$ cat config.mk
export PLATFORM = sky130hd
export DESIGN_NAME = sflash_erase_ctrl
export DESIGN_NICKNAME = d
export VERILOG_FILES = /design/src/rtl/sflash_erase_pkg.sv /design/src/rtl/sflash_erase_shift.sv /design/src/rtl/sflash_erase_decode.sv /design/src/rtl/sflash_erase_timer.sv /design/src/rtl/sflash_erase_ctrl.sv
export SDC_FILE = /design/constraint.sdc
export NUM_CORES = 1
export LEC_CHECK = 0
export ABC_AREA = 0
export BUFFER_PORTS_ARGS = -buffer_cell sky130_fd_sc_hd__clkbuf_2
export CORE_MARGIN = 2
export CORE_UTILIZATION = 55
export CTS_BUF_LIST = sky130_fd_sc_hd__clkbuf_8
export CTS_CLUSTER_SIZE = 28
export DETAILED_ROUTE_END_ITERATION = 8
export GPL_TIMING_DRIVEN = 0
export HOLD_SLACK_MARGIN = 0.1
export PLACE_DENSITY = 0.95
export SYNTH_ARGS = -nofsm -noshare
export SYNTH_HDL_FRONTEND = slang
export SYNTH_SLANG_ARGS = --single-unit
$ cat constraint.sdc
create_clock -name clk_i -period 6.6 [get_ports clk_i]
set_input_delay 1.32 -clock clk_i [delete_from_list [all_inputs] [get_ports clk_i]]
set_output_delay 1.32 -clock clk_i [all_outputs]
set_load 0.1 [all_outputs]
$ cat src/rtl/sflash_erase_pkg.sv
package sflash_erase_pkg;
  localparam logic [7:0] OP_WR_EN     = 8'h06;
  localparam logic [7:0] OP_RD_STAT   = 8'h05;
  localparam logic [7:0] OP_SUB_ERASE = 8'h20;

  localparam int STAT_BUSY_BIT = 0;
  localparam int STAT_WEN_BIT  = 1;

  typedef logic [7:0] byte_t;
endpackage

$ cat src/rtl/sflash_erase_shift.sv
module sflash_erase_shift #(
  parameter int BCNT_W = 6
) (
  input  logic                  clk_i,
  input  logic                  rst_ni,
  input  logic                  cs_ni,
  input  logic                  sck_i,
  input  logic                  sdi_i,
  output logic                  rise_o,
  output logic                  cs_rise_o,
  output logic                  byte_vld_o,
  output sflash_erase_pkg::byte_t byte_o,
  output logic [BCNT_W-1:0]     bit_cnt_o
);
  localparam logic [BCNT_W-1:0] CNT_MAX = '1;

  logic              sck_q, cs_q;
  logic [6:0]        sh_q;
  logic [BCNT_W-1:0] bit_cnt_q;
  logic              sat;

  assign sat        = (bit_cnt_q == CNT_MAX);
  assign rise_o     = sck_i & ~sck_q & ~cs_ni;
  assign cs_rise_o  = cs_ni & ~cs_q;
  assign byte_vld_o = rise_o && (bit_cnt_q[2:0] == 3'd7) && !sat;
  assign byte_o     = {sh_q, sdi_i};
  assign bit_cnt_o  = bit_cnt_q;

  always_ff @(posedge clk_i or negedge rst_ni) begin
    if (!rst_ni) begin
      sck_q     <= 1'b0;
      cs_q      <= 1'b1;
      sh_q      <= '0;
      bit_cnt_q <= '0;
    end else begin
      sck_q <= sck_i;
      cs_q  <= cs_ni;
      if (rise_o) sh_q <= {sh_q[5:0], sdi_i};
      if (cs_ni)                bit_cnt_q <= '0;
      else if (rise_o && !sat)  bit_cnt_q <= bit_cnt_q + 1'b1;
    end
  end

  // counter is idle whenever the frame is closed
  a_r8_cnt_idle: assert property (@(posedge clk_i) disable iff (!rst_ni)
    cs_ni |=> (bit_cnt_q == '0));
endmodule

$ cat src/rtl/sflash_erase_decode.sv
module sflash_erase_decode #(
  parameter int ADDR_W  = 24,
  parameter int SUB_LSB = 12,
  parameter int SEC_LSB = 16,
  parameter int BCNT_W  = 6,
  parameter int NUM_SEC = 128
) (
  input  logic                    clk_i,
  input  logic                    rst_ni,
  input  logic                    cs_ni,
  input  logic                    rise_i,
  input  logic                    cs_rise_i,
  input  logic                    byte_vld_i,
  input  sflash_erase_pkg::byte_t byte_i,
  input  logic [BCNT_W-1:0]       bit_cnt_i,
  input  logic                    busy_i,
  input  logic [NUM_SEC-1:0]      prot_i,
  output logic                    start_o,
  output logic [ADDR_W-1:0]       base_o,
  output logic                    sdo_o
);
  import sflash_erase_pkg::*;

  localparam int ADDR_BYTES = ADDR_W / 8;
  localparam int FRAME_BITS = 8 * (1 + ADDR_BYTES);
  localparam int IDX_W      = BCNT_W - 3;
  localparam int SEC_IDX_W  = ADDR_W - 1 - SEC_LSB;
  localparam logic [ADDR_W-1:0] BASE_MASK =
    {1'b0, {(ADDR_W-1-SUB_LSB){1'b1}}, {SUB_LSB{1'b0}}};

  byte_t             op_q, tx_sh_q, stat;
  logic [ADDR_W-1:0] addr_q;
  logic              wel_q, rd_act_q;
  logic [2:0]        tx_cnt_q;
  logic [IDX_W-1:0]  byte_idx;
  logic [SEC_IDX_W-1:0] sec_idx;
  logic              wen_hit, ers_hit, rd_open;

  assign byte_idx = bit_cnt_i[BCNT_W-1:3];
  assign base_o   = addr_q & BASE_MASK;
  assign sec_idx  = base_o[ADDR_W-2:SEC_LSB];

  always_comb begin
    stat = '0;
    stat[STAT_BUSY_BIT] = busy_i;
    stat[STAT_WEN_BIT]  = wel_q;
  end

  assign wen_hit = cs_rise_i && (op_q == OP_WR_EN) && (bit_cnt_i == BCNT_W'(8)) && !busy_i;
  assign ers_hit = cs_rise_i && (op_q == OP_SUB_ERASE) && (bit_cnt_i == BCNT_W'(FRAME_BITS))
                   && wel_q && !busy_i && !prot_i[sec_idx];
  assign start_o = ers_hit;
  assign rd_open = byte_vld_i && (byte_idx == '0) && (byte_i == OP_RD_STAT);
  assign sdo_o   = rd_act_q & tx_sh_q[7];

  always_ff @(posedge clk_i or negedge rst_ni) begin
    if (!rst_ni) begin
      op_q   <= '0;
      addr_q <= '0;
      wel_q  <= 1'b0;
    end else begin
      if (byte_vld_i && byte_idx == '0) op_q <= byte_i;
      if (byte_vld_i && byte_idx != '0 && byte_idx <= IDX_W'(ADDR_BYTES))
        addr_q <= {addr_q[ADDR_W-9:0], byte_i};
      if (ers_hit)      wel_q <= 1'b0;
      else if (wen_hit) wel_q <= 1'b1;
    end
  end

  // status shifter: present MSB, shift on each rising edge, reload live status per byte
  always_ff @(posedge clk_i or negedge rst_ni) begin
    if (!rst_ni) begin
      rd_act_q <= 1'b0;
      tx_sh_q  <= '0;
      tx_cnt_q <= '0;
    end else begin
      if (cs_ni)        rd_act_q <= 1'b0;
      else if (rd_open) rd_act_q <= 1'b1;
      if (rd_open) begin
        tx_sh_q  <= stat;
        tx_cnt_q <= '0;
      end else if (rd_act_q && rise_i) begin
        if (tx_cnt_q == 3'd7) begin
          tx_sh_q  <= stat;
          tx_cnt_q <= '0;
        end else begin
          tx_sh_q  <= {tx_sh_q[6:0], 1'b0};
          tx_cnt_q <= tx_cnt_q + 1'b1;
        end
      end
    end
  end

  a_r7_wel_drop: assert property (@(posedge clk_i) disable iff (!rst_ni)
    start_o |=> !wel_q);
  a_r12_wel_idle_only: assert property (@(posedge clk_i) disable iff (!rst_ni)
    $rose(wel_q) |-> $past(!busy_i));
  a_r3_sdo_quiet: assert property (@(posedge clk_i) disable iff (!rst_ni)
    cs_ni |=> !sdo_o);
endmodule

$ cat src/rtl/sflash_erase_timer.sv
module sflash_erase_timer #(
  parameter int ADDR_W       = 24,
  parameter int ERASE_CYCLES = 1000000
) (
  input  logic              clk_i,
  input  logic              rst_ni,
  input  logic              start_i,
  input  logic [ADDR_W-1:0] base_i,
  output logic              busy_o,
  output logic              req_o,
  output logic [ADDR_W-1:0] addr_o
);
  localparam int CNT_W = $clog2(ERASE_CYCLES + 1);

  logic [CNT_W-1:0] cnt_q;

  assign busy_o = (cnt_q != '0);

  always_ff @(posedge clk_i or negedge rst_ni) begin
    if (!rst_ni) begin
      cnt_q  <= '0;
      req_o  <= 1'b0;
      addr_o <= '0;
    end else begin
      req_o <= start_i;
      if (start_i) begin
        cnt_q  <= CNT_W'(ERASE_CYCLES);
        addr_o <= base_i;
      end else if (busy_o) begin
        cnt_q <= cnt_q - 1'b1;
      end
    end
  end

  a_r6_start_busy: assert property (@(posedge clk_i) disable iff (!rst_ni)
    start_i |=> busy_o);
  a_r4_req_single: assert property (@(posedge clk_i) disable iff (!rst_ni)
    req_o |=> !req_o);
  a_r11_no_restart: assert property (@(posedge clk_i) disable iff (!rst_ni)
    busy_o |-> !start_i);
  a_r6_req_busy: assert property (@(posedge clk_i) disable iff (!rst_ni)
    req_o |-> busy_o);
endmodule

$ cat src/rtl/sflash_erase_ctrl.sv
module sflash_erase_ctrl #(
  parameter int ADDR_W       = 24,
  parameter int SUB_LSB      = 12,
  parameter int SEC_LSB      = 16,
  parameter int ERASE_CYCLES = 1000000,
  parameter int NUM_SEC      = 1 << (ADDR_W - 1 - SEC_LSB)
) (
  input  logic               clk_i,
  input  logic               rst_ni,
  input  logic               cs_ni,
  input  logic               sck_i,
  input  logic               sdi_i,
  output logic               sdo_o,
  input  logic [NUM_SEC-1:0] prot_i,
  output logic               erase_req_o,
  output logic [ADDR_W-1:0]  erase_addr_o
);
  localparam int FRAME_BITS = 8 * (1 + ADDR_W / 8);
  localparam int BCNT_W     = $clog2(FRAME_BITS * 2);

  logic                    rise, cs_rise, byte_vld, start, busy;
  sflash_erase_pkg::byte_t byte_val;
  logic [BCNT_W-1:0]       bit_cnt;
  logic [ADDR_W-1:0]       base;

  sflash_erase_shift #(.BCNT_W(BCNT_W)) i_shift (
    .clk_i, .rst_ni, .cs_ni, .sck_i, .sdi_i,
    .rise_o(rise), .cs_rise_o(cs_rise), .byte_vld_o(byte_vld),
    .byte_o(byte_val), .bit_cnt_o(bit_cnt)
  );

  sflash_erase_decode #(
    .ADDR_W(ADDR_W), .SUB_LSB(SUB_LSB), .SEC_LSB(SEC_LSB),
    .BCNT_W(BCNT_W), .NUM_SEC(NUM_SEC)
  ) i_decode (
    .clk_i, .rst_ni, .cs_ni,
    .rise_i(rise), .cs_rise_i(cs_rise), .byte_vld_i(byte_vld), .byte_i(byte_val),
    .bit_cnt_i(bit_cnt), .busy_i(busy), .prot_i,
    .start_o(start), .base_o(base), .sdo_o
  );

  sflash_erase_timer #(.ADDR_W(ADDR_W), .ERASE_CYCLES(ERASE_CYCLES)) i_timer (
    .clk_i, .rst_ni, .start_i(start), .base_i(base),
    .busy_o(busy), .req_o(erase_req_o), .addr_o(erase_addr_o)
  );
endmodule

Word-level counts from Yosys, hierarchy flattened
Cells that the tools add are included.

Register bits after elaboration: 91. Input bits: 133. Output and inout bits: 26. Word-level logic and storage cells: 76.

Add/sub/neg operators: 3. Magnitude comparators: 2. Eq/ne operators: 8. Multiplexer cells: 16. Bitwise logic cells: 7. Reductions and logical operators: 27.

Operator list (count): $mux W20 (2); $mux W8 (3); $reduce_bool A20 Y1 (1); $sub A20 B1 Y20 const B (1); $eq A8 B3 Y1 const B (2); $logic_and A1 B1 Y1 (16); $eq A6 B6 Y1 const B (2); $mux W6 (2); $reduce_bool A2 Y1 (5); $mux W3 (3); $eq A8 B6 Y1 const B (1); $lt A7 B8 Y1 const B (1); $bmux W1 S7 (1); $add A6 B1 Y6 const B (1); $eq A3 B3 Y1 const B (2); $eq A6 B4 Y1 const B (1); $mux W1 (5); $and A1 B1 Y1 (4); $add A3 B1 Y3 const B (1); $le A3 B2 Y1 const B (1); $logic_not A1 Y1 (3); $logic_not A3 Y1 (1); $not A1 Y1 (3); $reduce_bool A3 Y1 (1).

Logic depth before layout (Yosys ltp)
Word-level depth: 9. Depth in mapped cells: 10. Mapped depth without buffers: 8.

By module
From an unflattened synthesis, not the netlist that was laid out.

Cells, all modules: 480. Area, all modules: 6080.8 µm².

Modules (own cells, without submodules): sflash_erase_decode (times used 1, cells each 236, area each 3145.5 µm², sequential area each 1101.1 µm²); sflash_erase_timer (times used 1, cells each 183, area each 2209.6 µm², sequential area each 1126.1 µm²); sflash_erase_shift (times used 1, cells each 61, area each 725.7 µm², sequential area each 376.6 µm²).

Least setup slack after synthesis
Ideal clock, no wire load.

Kind: input -> register. Start point: input cs_ni. End point: register i_timer.addr_o[13]. Setup time: 0.128 ns. Arrival: 3.190 ns. Required time: 6.472 ns. Path slack: 3.282 ns. Stages: 8. Path buffers: 2. Cells stage by stage: clkbuf_1 -> nor3b_1 -> nand4b_1 -> or4_1 -> a41oi_2 -> o211a_4 -> buf_6 -> mux2_1.

Longest elaborated chain between the ends: 6.

Ends and longest elaborated chain: start, declared (RTL line sflash_erase_ctrl.sv:10) `input logic cs_ni,`; $and A1 B1 Y1 (RTL line sflash_erase_shift.sv:24) `assign cs_rise_o = cs_ni & ~cs_q;`; $logic_and A1 B1 Y1 (2 in a row) (RTL line sflash_erase_decode.sv:50) `assign ers_hit = cs_rise_i && (op_q == OP_SUB_ERASE) && (bit_cnt_i == BCNT_W'(FRAME_BITS))`; $logic_and A1 B1 Y1 (3 in a row) (RTL line sflash_erase_decode.sv:51) `&& wel_q && !busy_i && !prot_i[sec_idx];`; end signal, assigned (RTL line sflash_erase_timer.sv:28) `addr_o <= base_i;`; end, declared (RTL line sflash_erase_timer.sv:11) `output logic [ADDR_W-1:0] addr_o`.

No other way between the ends. A chain may end at the register's enable or synchronous reset.

Worst setup path in the final report
Start point: input cs_ni. End point: register i_decode.tx_sh_q[4].

Longest elaborated chain between the ends: 7. Elaborated cells between the ends (all ways): 9. Those cells by class: mux: 1; bitwise: 2; reduce/logical: 6.

Ends and longest elaborated chain: $not A1 Y1 (*) (RTL line sflash_erase_shift.sv:23) `assign rise_o = sck_i & ~sck_q & ~cs_ni;`; $and A1 B1 Y1 (*) (RTL line sflash_erase_shift.sv:23); $logic_and A1 B1 Y1 (2 in a row) (RTL line sflash_erase_shift.sv:25) `assign byte_vld_o = rise_o && (bit_cnt_q[2:0] == 3'd7) && !sat;`; $logic_and A1 B1 Y1 (2 in a row) (RTL line sflash_erase_decode.sv:53) `assign rd_open = byte_vld_i && (byte_idx == '0) && (byte_i == OP_RD_STAT);`; $mux W8 or $reduce_bool A2 Y1 (tied branches); end signal, assigned (RTL line sflash_erase_decode.sv:80) `tx_sh_q <= stat;`; end signal, assigned (RTL line sflash_erase_decode.sv:84) `tx_sh_q <= stat;`; end signal, assigned (RTL line sflash_erase_decode.sv:87) `tx_sh_q <= {tx_sh_q[6:0], 1'b0};`; end, declared (RTL line sflash_erase_decode.sv:31) `byte_t op_q, tx_sh_q, stat;`.

Every way passes the cells marked *; elsewhere a longest branch is shown, timed or not.

==> run_results.csv <==
group,metric,value,unit
run_status,outcome,"completed",
finish,final_area,0.00618,mm2
global_route,grt_first_pass_wirelength,21.2,mm
place,hpwl,10.1,mm
die,ios,159,
drt,drt-initial-drc-count,302,
logic_synthesis,synth-seq-cells,91,
timing,tns,0,ns
die,die_x,99.4,um
logic_synthesis,yosysWarnings,0,
power,power_density,193,mW/mm2
global_route,grt_max_degree,72,
clock_tree,path_clk_slew,0.09,ns
clock_tree,worst_skew_pair.late_latency,0.36,ns
worst_setup_path,start_kind,"primary input",
worst_setup_path,cpMaxStageDelayCell,"nor3b_1",
drt,drtAntennaViolNets,0,
place,portBuffers,145,
drt,drc_errors,0,
global_route,grt_pass1_vias,4194,
drt,post_drt_wl_per_cell,19.5,um
job,cap_violations,0,
global_route,grt_usage,27.6,%
worst_setup_path,crit_required,6.85,ns
timing,fin_crit,3.69,ns
clock_tree,cts_resized,0,
finish,final_nets,712,
die,die_area,0.00987,mm2
clock_tree,htreeDepth,3,
place,dpl.cell_count,670,
finish,fill_cells,536,
power,peakVddDrop,0.000102,V
clock_tree,hold_buffers,0,
drt,dr.pass1.iters,5,
finish,synthToLayoutAreaGrowth,23.6,%
power,p_leak,2.98,nW
clock_tree,cts_setup_buffers,0,
finish,drive_above_1_share,43.8,%
worst_setup_path,critPathKind,"primary input to flop",
logic_synthesis,netlist_area,0.00500,mm2
worst_setup_path,critPathMaxFanout,10,
global_route,overflow,0,
worst_setup_path,arrival,3.93,ns
logic_synthesis,yosysUniqueCellTypes,51,
logic_synthesis,synth-main-ff-cell,"dfrtp_1",
power,p_total,1.19,mW
logic_synthesis,syn_area_per_cell,12.4,um2
finish,final_cell_mix,"144 x clkbuf_2, 90 x dfrtp_1, 37 x mux2_2",
worst_setup_path,worstPathCellList,"clkbuf_2 -> clkbuf_1 -> nor3b_1 -> nand4b_1 -> nor2_1 -> o21ai_0 -> clkbuf_1 -> a22o_1",
worst_hold_path,hp-class,"flop to flop",
die,num_rows,34,
timing,clock_skew,0.0129,ns
timing,timing.final.crit_share,55.8,%
finish,stdcell_count,687,
logic_synthesis,synth-edff-count,0,
timing,worstMarginPinSlew,0.833,ns
timing,rsz0062_at_grt,"no",
timing,worst_slack,2.91,ns
die,initial_utilization,57.1,%
drt,viasPerCell,5.97,
clock_tree,root_buffer,"clkbuf_8",
drt,via_count,4101,
clock_tree,cts_tree,"done",
timing,finalSetupViolations,0,
worst_setup_path,critPathCaptureType,"flop",
finish,mostFrequentLayoutCell,"clkbuf_2",
timing,hold_viol,0,
place,gp_congestion,0.845,
worst_setup_path,cp_common_cell,"clkbuf_1",
timing,finalMaxSlewViolations,0,
place,place_area,0.00594,mm2
place,preCtsSetupSlack,2.62,ns
timing,fmaxAchievable,271,MHz
drt,routed_wl,13.4,mm
worst_setup_path,cpPeakStageDelay,0.54,ns
global_route,antenna_found_initial,1,
clock_tree,cts_buffers,9,
logic_synthesis,async_flop_share,100,%
clock_tree,cts_sinks,91,
logic_synthesis,seq_area_frac_synth,45.6,%
die,coreArea,0.00876,mm2
timing,maxSlewHeadroom,44.0,%
logic_synthesis,syn-instance-count,404,
die,chipHeight,99.4,um
clock_tree,cts_buffer_depth,2,
-- final cells by class --
| class | instances | area [um2] | area share [%] |
|---|---|---|---|
| diodes | 1 | 2.50 | 0.0405 |
| plain buffers | 35 | 196 | 3.18 |
| clock buffers | 9 | 124 | 2.00 |
| clock inverters | 7 | 116 | 1.88 |
| inverters | 8 | 30.0 | 0.486 |
| multi-input cells | 282 | 2540 | 41.1 |
| flip-flops and latches | 91 | 2280 | 36.9 |
| well taps | 108 | 135 | 2.19 |
| repair buffers | 146 | 756 | 12.2 |
-- critical path, delay by kind of cell --
kind	cells	cell delay, ns
AND/OR/NAND/NOR	3	1.53
buffers and inverters	3	0.56
AO/OA/AOI/OAI	2	0.51
-- per-stage QoR --
| step | hold slack, ns | utilization (%) |
|---|---|---|
| after floorplan | 0.433 | - |
| after global routing | 0.493 | 70.5 |
| after detailed placement | 0.455 | 67.7 |
| after CTS | 0.472 | 70.5 |
| final | 0.482 | 70.5 |
| after global placement | 0.449 | 67.4 |
-- path summary, 6_finish.rpt --
check / startpoint / end / slack (ns) / depth (start not counted)
max: cs_ni / i_decode.tx_sh_q[4] / 2.91 / 8
min: i_timer.cnt_q[11] / i_timer.cnt_q[11] / 0.48 / 1
max reg2reg: i_decode.addr_q[17] / i_timer.addr_o[13] / 3.36 / 9
min reg2reg: i_timer.cnt_q[11] / i_timer.cnt_q[11] / 0.48 / 1
max in group asynchronous: rst_ni / i_shift.cs_q / 5.07 / 2
min in group asynchronous: rst_ni / i_decode.tx_sh_q[4] / 0.87 / 1
-- cells in the mapped netlist, types with 2 or more instances --
cell type	number	area share, %
nor2b_1	6	0.75
nor3b_1	7	1.1
nor3_1	8	0.80
buf_2	7	0.70
o21ai_0	8	0.80
nor4bb_1	2	0.40
xor2_1	9	1.6
a21oi_1	4	0.40
buf_1	3	0.23
nor2_1	24	1.8
mux2_1	10	2.3
nand3_1	13	1.3
xnor2_1	9	1.6
nand2_1	19	1.4
nand4b_1	4	0.70
dfrtp_1	90	45
clkbuf_1	11	0.83
mux2_2	37	8.3
a22o_1	7	1.2
mux4_2	29	13
nor4_1	7	0.88
nand3b_1	2	0.30
mux2i_1	14	2.8
buf_4	13	2.0
and3_1	2	0.25
inv_1	8	0.60
or3_1	4	0.50
or4_1	4	0.60
ha_1	6	1.5
a22oi_1	4	0.60
a311oi_1	4	0.70
nand2b_1	7	0.88
o31ai_1	2	0.30
o2111ai_1	3	0.53
-- report_power, final --
group	internal [mW]	leakage, nW	switching [mW]
clock network	0.252	0.125	0.199
logic	0.0673	1.65	0.0744
registers	0.577	1.20	0.0254
total	0.895	2.98	0.299
-- registers in the layout, summed over array words and instances (netlist names) --
| name | count |
|---|---|
| i_shift.cs_q | 1 |
| i_decode.tx_sh_q | 8 |
| i_shift.sh_q | 7 |
| i_timer.cnt_q | 20 |
| i_timer.req_o | 1 |
| i_decode.tx_cnt_q | 3 |
| i_decode.wel_q | 1 |
| i_decode.op_q | 8 |
| i_timer.addr_o | 11 |
| i_decode.rd_act_q | 1 |
| i_decode.addr_q | 23 |
| i_shift.sck_q | 1 |
| i_shift.bit_cnt_o | 6 |
-- kinds of logic (layout without fill, tap and decap cells) --
| logic type | Yosys count | in the layout | share of synthesized area (%) |
|---|---|---|---|
| simple gates | 112 | 112 | 12.0 |
| flops | 91 | 91 | 45.6 |
| mux | 90 | 90 | 26.4 |
| compound gates | 43 | 43 | 6.73 |
| buf+inv | 43 | 205 | 4.53 |
| xor+xnor | 18 | 18 | 3.15 |
| fa+ha+maj | 6 | 6 | 1.50 |
| other cells | 1 | 14 | 0.0750 |
-- metal layers --
layer | share of wire (%) | global-route usage [%] | vias to the layer above
met3 | 7.4 | 6.68 | 29
met5 | 0 | 0 | -
met2 | 51 | 45.1 | 185
met1 | 39 | 36.4 | 2062
met4 | 2.7 | 9.59 | 0
li1 | - | - | 1825
Note: power is estimated with default switching activity, not from simulation.
